$ cat src/rtl/pgs_pkg.sv
package pgs_pkg;
  typedef enum logic [3:0] {
    ST_ON      = 4'd0,
    ST_DN_CLK  = 4'd1,
    ST_DN_ISO  = 4'd2,
    ST_DN_SAVE = 4'd3,
    ST_OFF     = 4'd4,
    ST_UP_WAIT = 4'd5,
    ST_UP_REST = 4'd6,
    ST_UP_CLK  = 4'd7
  } pgs_state_e;
endpackage

$ cat src/rtl/pgs_rst_sync.sv
module pgs_rst_sync #(
  parameter int STAGES = 2
) (
  input  logic clk,
  input  logic rst_n,
  output logic srst_n
);
  logic [STAGES-1:0] chain_q;

  always_ff @(posedge clk or negedge rst_n) begin
    if (!rst_n) chain_q <= '0;
    else        chain_q <= {chain_q[STAGES-2:0], 1'b1};
  end

  assign srst_n = chain_q[STAGES-1];
endmodule

$ cat src/rtl/pgs_req_hold.sv
module pgs_req_hold (
  input  logic clk,
  input  logic rst_n,
  input  logic sleep_req,
  input  logic wake_req,
  input  logic at_stable,
  output logic sleep_pend,
  output logic wake_pend
);
  logic sleep_q, wake_q;
  logic sleep_d, wake_d;

  assign sleep_pend = sleep_q | sleep_req;
  assign wake_pend  = wake_q  | wake_req;

  always_comb begin
    sleep_d = sleep_pend & ~at_stable;
    wake_d  = wake_pend  & ~at_stable;
  end

  always_ff @(posedge clk or negedge rst_n) begin
    if (!rst_n) begin
      sleep_q <= 1'b0;
      wake_q  <= 1'b0;
    end else begin
      sleep_q <= sleep_d;
      wake_q  <= wake_d;
    end
  end


  held_clears_at_stable_chk: assert property (@(posedge clk) disable iff (!rst_n)
    at_stable |=> !(sleep_q || wake_q));
endmodule

$ cat src/rtl/pgs_settle_tmr.sv
module pgs_settle_tmr #(
  parameter int W = 8
) (
  input  logic         clk,
  input  logic         rst_n,
  input  logic         load,
  input  logic [W-1:0] load_val,
  input  logic         count_en,
  output logic         done
);
  logic [W-1:0] cnt_q, cnt_d;

  always_comb begin
    cnt_d = cnt_q;
    if (load)                          cnt_d = load_val;
    else if (count_en && cnt_q != '0)  cnt_d = cnt_q - 1'b1;
  end

  always_ff @(posedge clk or negedge rst_n) begin
    if (!rst_n) cnt_q <= '0;
    else        cnt_q <= cnt_d;
  end

  assign done = (cnt_q <= W'(1));


  settle_no_reload_chk: assert property (@(posedge clk) disable iff (!rst_n)
    (!$past(load) && $past(rst_n)) |-> (cnt_q <= $past(cnt_q)));
endmodule

$ cat src/rtl/pg_domain_seq.sv
module pg_domain_seq
  import pgs_pkg::*;
#(
  parameter int SETTLE_W = 8
) (
  input  logic                clk,
  input  logic                rst_n,
  input  logic                sleep_req,
  input  logic                wake_req,
  input  logic [SETTLE_W-1:0] settle_cycles,
  output logic                dom_clk_en,
  output logic                iso_en,
  output logic                ret_save,
  output logic                ret_restore,
  output logic                pwr_sw_n,
  output logic                ready
);
  logic       srst_n;
  pgs_state_e state_q, state_d;
  logic       sleep_pend, wake_pend, at_stable;
  logic       tmr_load, tmr_run, tmr_done;

  pgs_rst_sync #(.STAGES(2)) u_rst (
    .clk(clk), .rst_n(rst_n), .srst_n(srst_n)
  );

  assign at_stable = (state_q == ST_ON) || (state_q == ST_OFF);

  pgs_req_hold u_hold (
    .clk(clk), .rst_n(srst_n),
    .sleep_req(sleep_req), .wake_req(wake_req),
    .at_stable(at_stable),
    .sleep_pend(sleep_pend), .wake_pend(wake_pend)
  );

  assign tmr_load = (state_q == ST_OFF) && wake_pend;
  assign tmr_run  = (state_q == ST_UP_WAIT);

  pgs_settle_tmr #(.W(SETTLE_W)) u_tmr (
    .clk(clk), .rst_n(srst_n),
    .load(tmr_load), .load_val(settle_cycles),
    .count_en(tmr_run), .done(tmr_done)
  );

  always_comb begin
    state_d = state_q;
    unique case (state_q)
      ST_ON:      if (sleep_pend) state_d = ST_DN_CLK;
      ST_DN_CLK:  state_d = ST_DN_ISO;
      ST_DN_ISO:  state_d = ST_DN_SAVE;
      ST_DN_SAVE: state_d = ST_OFF;
      ST_OFF:     if (wake_pend) state_d = ST_UP_WAIT;
      ST_UP_WAIT: if (tmr_done) state_d = ST_UP_REST;
      ST_UP_REST: state_d = ST_UP_CLK;
      ST_UP_CLK:  state_d = ST_ON;
      default:    state_d = ST_ON;
    endcase
  end

  always_ff @(posedge clk or negedge srst_n) begin
    if (!srst_n) state_q <= ST_ON;
    else         state_q <= state_d;
  end

  always_comb begin
    dom_clk_en  = 1'b0;
    iso_en      = 1'b1;
    ret_save    = 1'b0;
    ret_restore = 1'b0;
    pwr_sw_n    = 1'b1;
    ready       = 1'b0;
    unique case (state_q)
      ST_ON:      begin dom_clk_en = 1'b1; iso_en = 1'b0; ready = 1'b1; end
      ST_DN_CLK:  iso_en = 1'b0;
      ST_DN_ISO:  ;
      ST_DN_SAVE: ret_save = 1'b1;
      ST_OFF:     begin pwr_sw_n = 1'b0; ready = 1'b1; end
      ST_UP_WAIT: ;
      ST_UP_REST: ret_restore = 1'b1;
      ST_UP_CLK:  dom_clk_en = 1'b1;
      default:    ;
    endcase
  end


  iso_after_clk_stop_chk: assert property (@(posedge clk) disable iff (!srst_n)
    $rose(iso_en) |-> $past(!dom_clk_en));

  sw_off_after_save_chk: assert property (@(posedge clk) disable iff (!srst_n)
    $fell(pwr_sw_n) |-> $past(ret_save));

  save_when_frozen_chk: assert property (@(posedge clk) disable iff (!srst_n)
    ret_save |-> (!dom_clk_en && iso_en && pwr_sw_n));

  save_one_cycle_chk: assert property (@(posedge clk) disable iff (!srst_n)
    ret_save |=> !ret_save);

  off_clamped_chk: assert property (@(posedge clk) disable iff (!srst_n)
    !pwr_sw_n |-> (iso_en && !dom_clk_en));

  restore_powered_chk: assert property (@(posedge clk) disable iff (!srst_n)
    ret_restore |-> (pwr_sw_n && iso_en && !dom_clk_en));

  iso_release_after_clk_chk: assert property (@(posedge clk) disable iff (!srst_n)
    $fell(iso_en) |-> $past(dom_clk_en));

  strobe_not_ready_chk: assert property (@(posedge clk) disable iff (!srst_n)
    (ret_save || ret_restore) |-> !ready);
endmodule

$ cat config.mk
export PLATFORM = sky130hd
export DESIGN_NAME = pg_domain_seq
export DESIGN_NICKNAME = d
export VERILOG_FILES = /design/src/rtl/pgs_pkg.sv /design/src/rtl/pgs_rst_sync.sv /design/src/rtl/pgs_req_hold.sv /design/src/rtl/pgs_settle_tmr.sv /design/src/rtl/pg_domain_seq.sv
export SDC_FILE = /design/constraint.sdc
export NUM_CORES = 1
export LEC_CHECK = 0
export ABC_AREA = 1
export BUFFER_PORTS_ARGS = -buffer_cell sky130_fd_sc_hd__buf_2
export CORE_MARGIN = 2
export CORE_UTILIZATION = 57
export CTS_BUF_LIST = sky130_fd_sc_hd__clkbuf_4 sky130_fd_sc_hd__clkbuf_8
export DETAILED_ROUTE_END_ITERATION = 10
export MAX_ROUTING_LAYER = met4
export PLACE_DENSITY_LB_ADDON = 0.2
export SYNTH_ARGS = -nofsm -noshare
export SYNTH_HDL_FRONTEND = slang
export SYNTH_SLANG_ARGS = --single-unit
$ cat constraint.sdc
create_clock -name clk -period 1.5 [get_ports clk]
set_clock_uncertainty 0.15 [all_clocks]
set_input_delay 0.15 -clock clk [delete_from_list [all_inputs] [get_ports clk]]
set_output_delay 0.15 -clock clk [all_outputs]
set_load 0.005 [all_outputs]
# Yosys cells after proc, flatten, opt, wreduce, memory -nomap -nowiden
# Cells that the tools add are included.
# totals
wordCells	44
out_inout_bits	6
rom_bits	0
mem_bits_rw	0
mem_count	0
ff_bits	16
latchBits	0
input_bits	12
# op_classes
n_shift	0
n_bitwise	5
addsub	1
order_cmp	1
reduce_logical	10
div_mod_pow	0
n_mul	0
eq_ne	10
n_mux	12
# ops
operator	count
one-hot mux 4 bit (7 select lines)	1
equality test 4 x 3 -> 1 bit (second input constant)	4
2-to-1 mux 8 bit	2
2-to-1 mux 4 bit	3
equality test 4 x 2 -> 1 bit (second input constant)	2
less-or-equal comparator 8 x 1 -> 1 bit (second input constant)	1
nonzero test 8 bit	1
subtractor 8 x 1 -> 8 bit (second input constant)	1
2-to-1 mux 1 bit	6
OR reduction 2 bit	3
equality test 4 x 1 -> 1 bit (second input constant)	1
zero test 4 bit	1
inequality test 2 x 1 -> 1 bit (second input constant)	2
AND reduction 3 bit	1
bitwise AND 1 bit	2
logical AND 1 bit	2
inequality test 2 bit (second input constant)	1
OR 1 bit	2
nonzero test 2 bit	1
logical OR 1 bit	1
NOT 1 bit	1

# Depth between registers and ports, before layout
# logic_depth
ltp_word	4
mapped_depth	8
depth_no_buf	8

# Modules after synthesis
# From an unflattened synthesis, not the netlist that was laid out.
# hier_totals
hier_cells	134
area_unflattened_um2	1029.7
# modules_own_cells
mod	cells_each	area_each_um2	seq_area_each_um2	n_inst
pgs_settle_tmr	95	688.2	200.2	1
pg_domain_seq	28	210.2	75.1	1
pgs_req_hold	8	77.6	50.0	1
pgs_rst_sync	3	53.8	50.0	1

# Worst setup path before layout
# Ideal clock, no wire load.
# synth_path
path_type	register -> register
startpoint	reg u_tmr.cnt_q[0]
endpoint	reg u_tmr.cnt_q[1]
required_time_ns	1.230
arrival_time_ns	1.270
n_path_buf	1
stages_incl_launch_ff	9
period_less_slack_ns	1.541
slack_ns	-0.041
setup_time_ns	0.120
path_cell_list	dfrtp_1 inv_1 ha_1 nand2_1 o21ai_4 nand2_4 buf_12 nand2_1 o21ai_2
# synth_between
elab_chain_len	3
elab_cells_between_ends	6
classes_between	1 x add/sub; 2 x mux; 3 x reduce/logical
# synth_rtl
item	line_no	text
from (decl)	pgs_settle_tmr.sv:11	logic [W-1:0] cnt_q, cnt_d;
from (signal assigned)	pgs_settle_tmr.sv:21	else cnt_q <= cnt_d;
subtractor 8 x 1 -> 8 bit / nonzero test 8 bit (equally long branches)	pgs_settle_tmr.sv:16	else if (count_en && cnt_q != '0) cnt_d = cnt_q - 1'b1;
2-to-1 mux 8 bit / logical AND 1 bit (equally long branches)	pgs_settle_tmr.sv:16	
2-to-1 mux 8 bit / nonzero test 2 bit (equally long branches)	-	
# Several ways; a longest one is shown, not always the timed one. The select of a mux whose other input is x is not followed.
# A chain may end at the register's enable or synchronous reset.

# Worst setup path in the final report
# layout_path
startpoint	reg state_q[1]
endpoint	out dom_clk_en
# layout_between
elab_chain_len	3
elab_cells_between_ends	4
classes_between	1 x eq/ne; 1 x mux; 2 x reduce/logical
# layout_rtl
item	line_no	text
from (decl)	pg_domain_seq.sv:19	pgs_state_e state_q, state_d;
from (signal assigned)	pg_domain_seq.sv:62	else state_q <= state_d;
equality test 4 x 3 -> 1 bit / zero test 4 bit (equally long branches)	pg_domain_seq.sv:72	unique case (state_q)
OR reduction 2 bit (no line) (*)	-	
2-to-1 mux 1 bit (*)	pg_domain_seq.sv:72	
to (decl)	pg_domain_seq.sv:11	output logic dom_clk_en,
# Every way passes the cells marked *; elsewhere a longest branch is shown, timed or not.

==> impl_summary.log <==
[metrics] status: finished, violations left
[metrics] violated checks: negative setup slack
[metrics] TritonCTS clock tree: done
[metrics] maximum clock rate: 628 MHz
[metrics] clock input transition at the sequential cells of the worst setup and hold paths: 0.08 ns
[metrics] most common library cells after synthesis: 30 x nand2_1, 15 x dfrtp_1, 13 x inv_1, 12 x nand3_1, 11 x nor2_1
[metrics] global-route wire length before repair: 3660 µm
[metrics] startpoint types: register
[metrics] clock sink total: 15
[metrics] number of top-level pins: 18
[metrics] cell row count: 15
[metrics] Max Buffers Root-to-Sink: 2
[metrics] max-cap violation count: 0
[metrics] FF/Latch Area: 379 µm²
[metrics] largest family of logic cells by synthesized area: simple AND/OR/NAND/NOR gates
[metrics] n_diodes: 0
[metrics] Required @ worst endpoint: 1.20 ns
[metrics] basic-gate share of the synthesized area counting and, or, nand and nor cells: 37.8%
[metrics] global placement routability congestion: 0.836
[metrics] average cell area after synthesis: 8.11 µm²
[metrics] count of final hold-check violations: 0
[metrics] GRT Util Overall: 24.8%
[metrics] slew at the pin closest to its max-slew limit: 0.571 ns
[metrics] starting utilization of the core area: 59.6%
[metrics] static power due to leakage: 0.758 nW
[metrics] count leader, synth: nand2_1
[metrics] routed wire length per instance: 16.6 µm
[metrics] TritonCTS buffer count: 3
[metrics] port bufs: 17
[metrics] main area contributors after synthesis: dfrtp_1 37%, nand2_1 11%, nand3_1 6.0%, inv_1 4.9%, nor2_4 4.5%
[metrics] total number of nets in the final design: 184
[metrics] Util after Layout: 88.1%
[metrics] part of the Yosys area used for sequential elements: 37.3%
[metrics] fin. max-slew vios: 0
[metrics] ANT nets after route: 0
[metrics] Synth warnings: 0
[metrics] total congestion overflow: 0
[metrics] netlist area before placement: 0.00101 mm²
[metrics] Chip Width: 46.0 µm
[metrics] fraction of post-synthesis cell area in the top cell type by area: 37.3%
[metrics] cell count after synthesis: 124
[metrics] xor/xnor cell area share of the yosys netlist: 1.74%
[metrics] die area: 0.00212 mm²
[metrics] worst-case vdd ir drop: 0.00138 V
[metrics] placeable core region: 0.00169 mm²
[metrics] endpoint type of the worst setup path: output pin
[metrics] power density relative to cell area: 2400 mW/mm²
[metrics] Final Total Pwr: 3.57 mW
[metrics] initial antenna violation count: 0
[metrics] worst slew margin relative to its limit: 61.9%
[metrics] final critical delay including setup and external delays: 1.59 ns
[metrics] WL final: 3060 µm
[metrics] flip-flop and latch count after synthesis: 15
[metrics] share of synthesized cell area in full adder, half adder and majority cells: 3.73%
[metrics] via count of the first global-routing pass: 878
[metrics] hpwl dp: 1530 µm
[metrics] number of vias per cell: 5.86
[metrics] share of cells above drive strength 1: 51.2%
[metrics] DRC marker count from the first detailed-route iteration: 51
[metrics] DIE HEIGHT: 46.0 µm
[metrics] ratio of final minimum period to clock period: 106%
[metrics] overall via count from detail_route: 1084
[metrics] Hold/Removal Path Class: in -> async
[metrics] Primary FF master, synth: dfrtp_1
[metrics] maximum number of pins on one net before global-route repair: 14
[metrics] Synth Net Count: 139
[metrics] category of the most critical setup path: reg -> out
[metrics] unrepaired setup endpoints after global routing: yes
[metrics] multi-input gate area in the final layout: 691 µm²
[metrics] post-synthesis mux area share: 0%
[metrics] Layout Area Growth over Synthesis: 48.0%
[metrics] maximum fanout along the worst path: 3
[metrics] H-Tree Depth: 1
[metrics] first-pass detailed-route iteration total: 4
[metrics] latest clock arrival within the worst-skew pair: 0.29 ns
[metrics] clock tree root driver cell: clkbuf_4
[metrics] number of distinct library cells after synthesis: 25
[metrics] cell type with the largest total area after synthesis: dfrtp_1
[metrics] ys async rst share: 100%
[metrics] arrival time of data at the critical path endpoint: 1.29 ns
[metrics] final setup vio count: 13
[metrics] filler cell count in the final layout: 74
[metrics] Final WS setup: -0.0918 ns
[metrics] EDFF count, synth: 0
[metrics] compound-gate portion of the synthesized area: 10.7%
[metrics] total DRC errors in the routed layout: 0
power breakdown:
| part | total [mW] | switching, mW | internal (mW) | leakage (nW) |
|---|---|---|---|---|
| Combinational | 2.51 | 1.36 | 1.15 | 0.561 |
| Clock | 0.253 | 0.132 | 0.122 | 0.0184 |
| Sequential | 0.803 | 0.207 | 0.595 | 0.178 |
| Total | 3.57 | 1.70 | 1.87 | 0.758 |
through the flow:
stage               instances  cell area, µm²  setup WS (ns)  hold slack, ns  TNS, ns
detailed placement        162            1130        -0.0847          -0.211   -0.238
global route              185            1490         -0.134          0.0158    -1.03
CTS                       172            1250        -0.0545          0.0123   -0.120
floorplan                 124            1010        0.00422          -0.296        0
finish                    185            1490        -0.0918          0.0203   -0.467
global placement          162            1130        -0.0191          -0.215  -0.0191
worst paths after layout:
kind / start / endpoint / slack, ns / cells past startpoint
worst max-delay path: state_q[1] / dom_clk_en / -0.09 / 5
worst min-delay path: rst_n / u_rst.chain_q[0] / 0.02 / 2
worst max register to register: u_tmr.cnt_q[0] / u_tmr.cnt_q[0] / -0.07 / 7
worst min register to register: u_rst.chain_q[1] / u_tmr.cnt_q[5] / 0.09 / 0
max in group asynchronous: u_rst.chain_q[1] / state_q[2] / 0.71 / 0
min in group clk: settle_cycles[5] / u_tmr.cnt_q[5] / 0.03 / 4
repair_timing:
item	in CTS	in global routing
pin swaps	2	15
resized for setup	13	34
hold buffers	2	0
endpoints found under the hold margin	3	0
setup endpoints to repair	12	14
setup buffers	3	12
cloned	1	1
logic make-up after synthesis:
| family | Yosys count |
|---|---|
| AOI/OAI and AO/OA | 16 |
| xor gates and xnor gates | 2 |
| adders and majority gates | 3 |
| buffers and inverters | 16 |
| DFF | 15 |
| other | 1 |
| and+or+nand+nor | 71 |
placed cells by master, fill, tap and decap left out, types with 3 or more instances in the layout:
| master | netlist | layout |
|---|---|---|
| clkbuf_4 | 0 | 4 |
| nand2_1 | 30 | 27 |
| nor2_1 | 11 | 8 |
| buf_6 | 1 | 6 |
| dfrtp_1 | 15 | 12 |
| inv_2 | 1 | 3 |
| buf_4 | 0 | 14 |
| o21ai_2 | 3 | 4 |
| nand3_2 | 4 | 8 |
| dfrtp_2 | 0 | 3 |
| inv_1 | 13 | 10 |
| buf_2 | 0 | 16 |
| or2_4 | 0 | 4 |
| nor2_4 | 4 | 6 |
| nand2_4 | 1 | 3 |
| o21ai_1 | 0 | 6 |
| nand3_1 | 12 | 8 |
worst max-delay path: stages (launching register included):
cell	delay (ns)
dfrtp_1	0.43
nor2_4	0.17
inv_2	0.07
nor2_4	0.09
o21bai_1	0.11
buf_2	0.13
area by class of cell:
class	count	area share, %
multi-input combinational	95	46.4
sequential	15	25.5
timing repair buffer	40	21.0
inverter	14	3.70
clock buffer	4	2.02
tap	17	1.43
sequential cells by signal (all words and copies together), names as in the netlist:
| signal | count |
|---|---|
| u_hold.sleep_q | 1 |
| u_rst.chain_q | 2 |
| state_q | 3 |
| u_hold.wake_q | 1 |
| u_tmr.cnt_q | 8 |
metal layers:
layer / part of all wire (%) / global-route usage [%]
met1: 40 / 29.8
met2: 51 / 41.7
met3: 5.7 / 2.38
met4: 3.2 / 10.9
met5: 0 / -
Power figures use the tool's default switching activity.
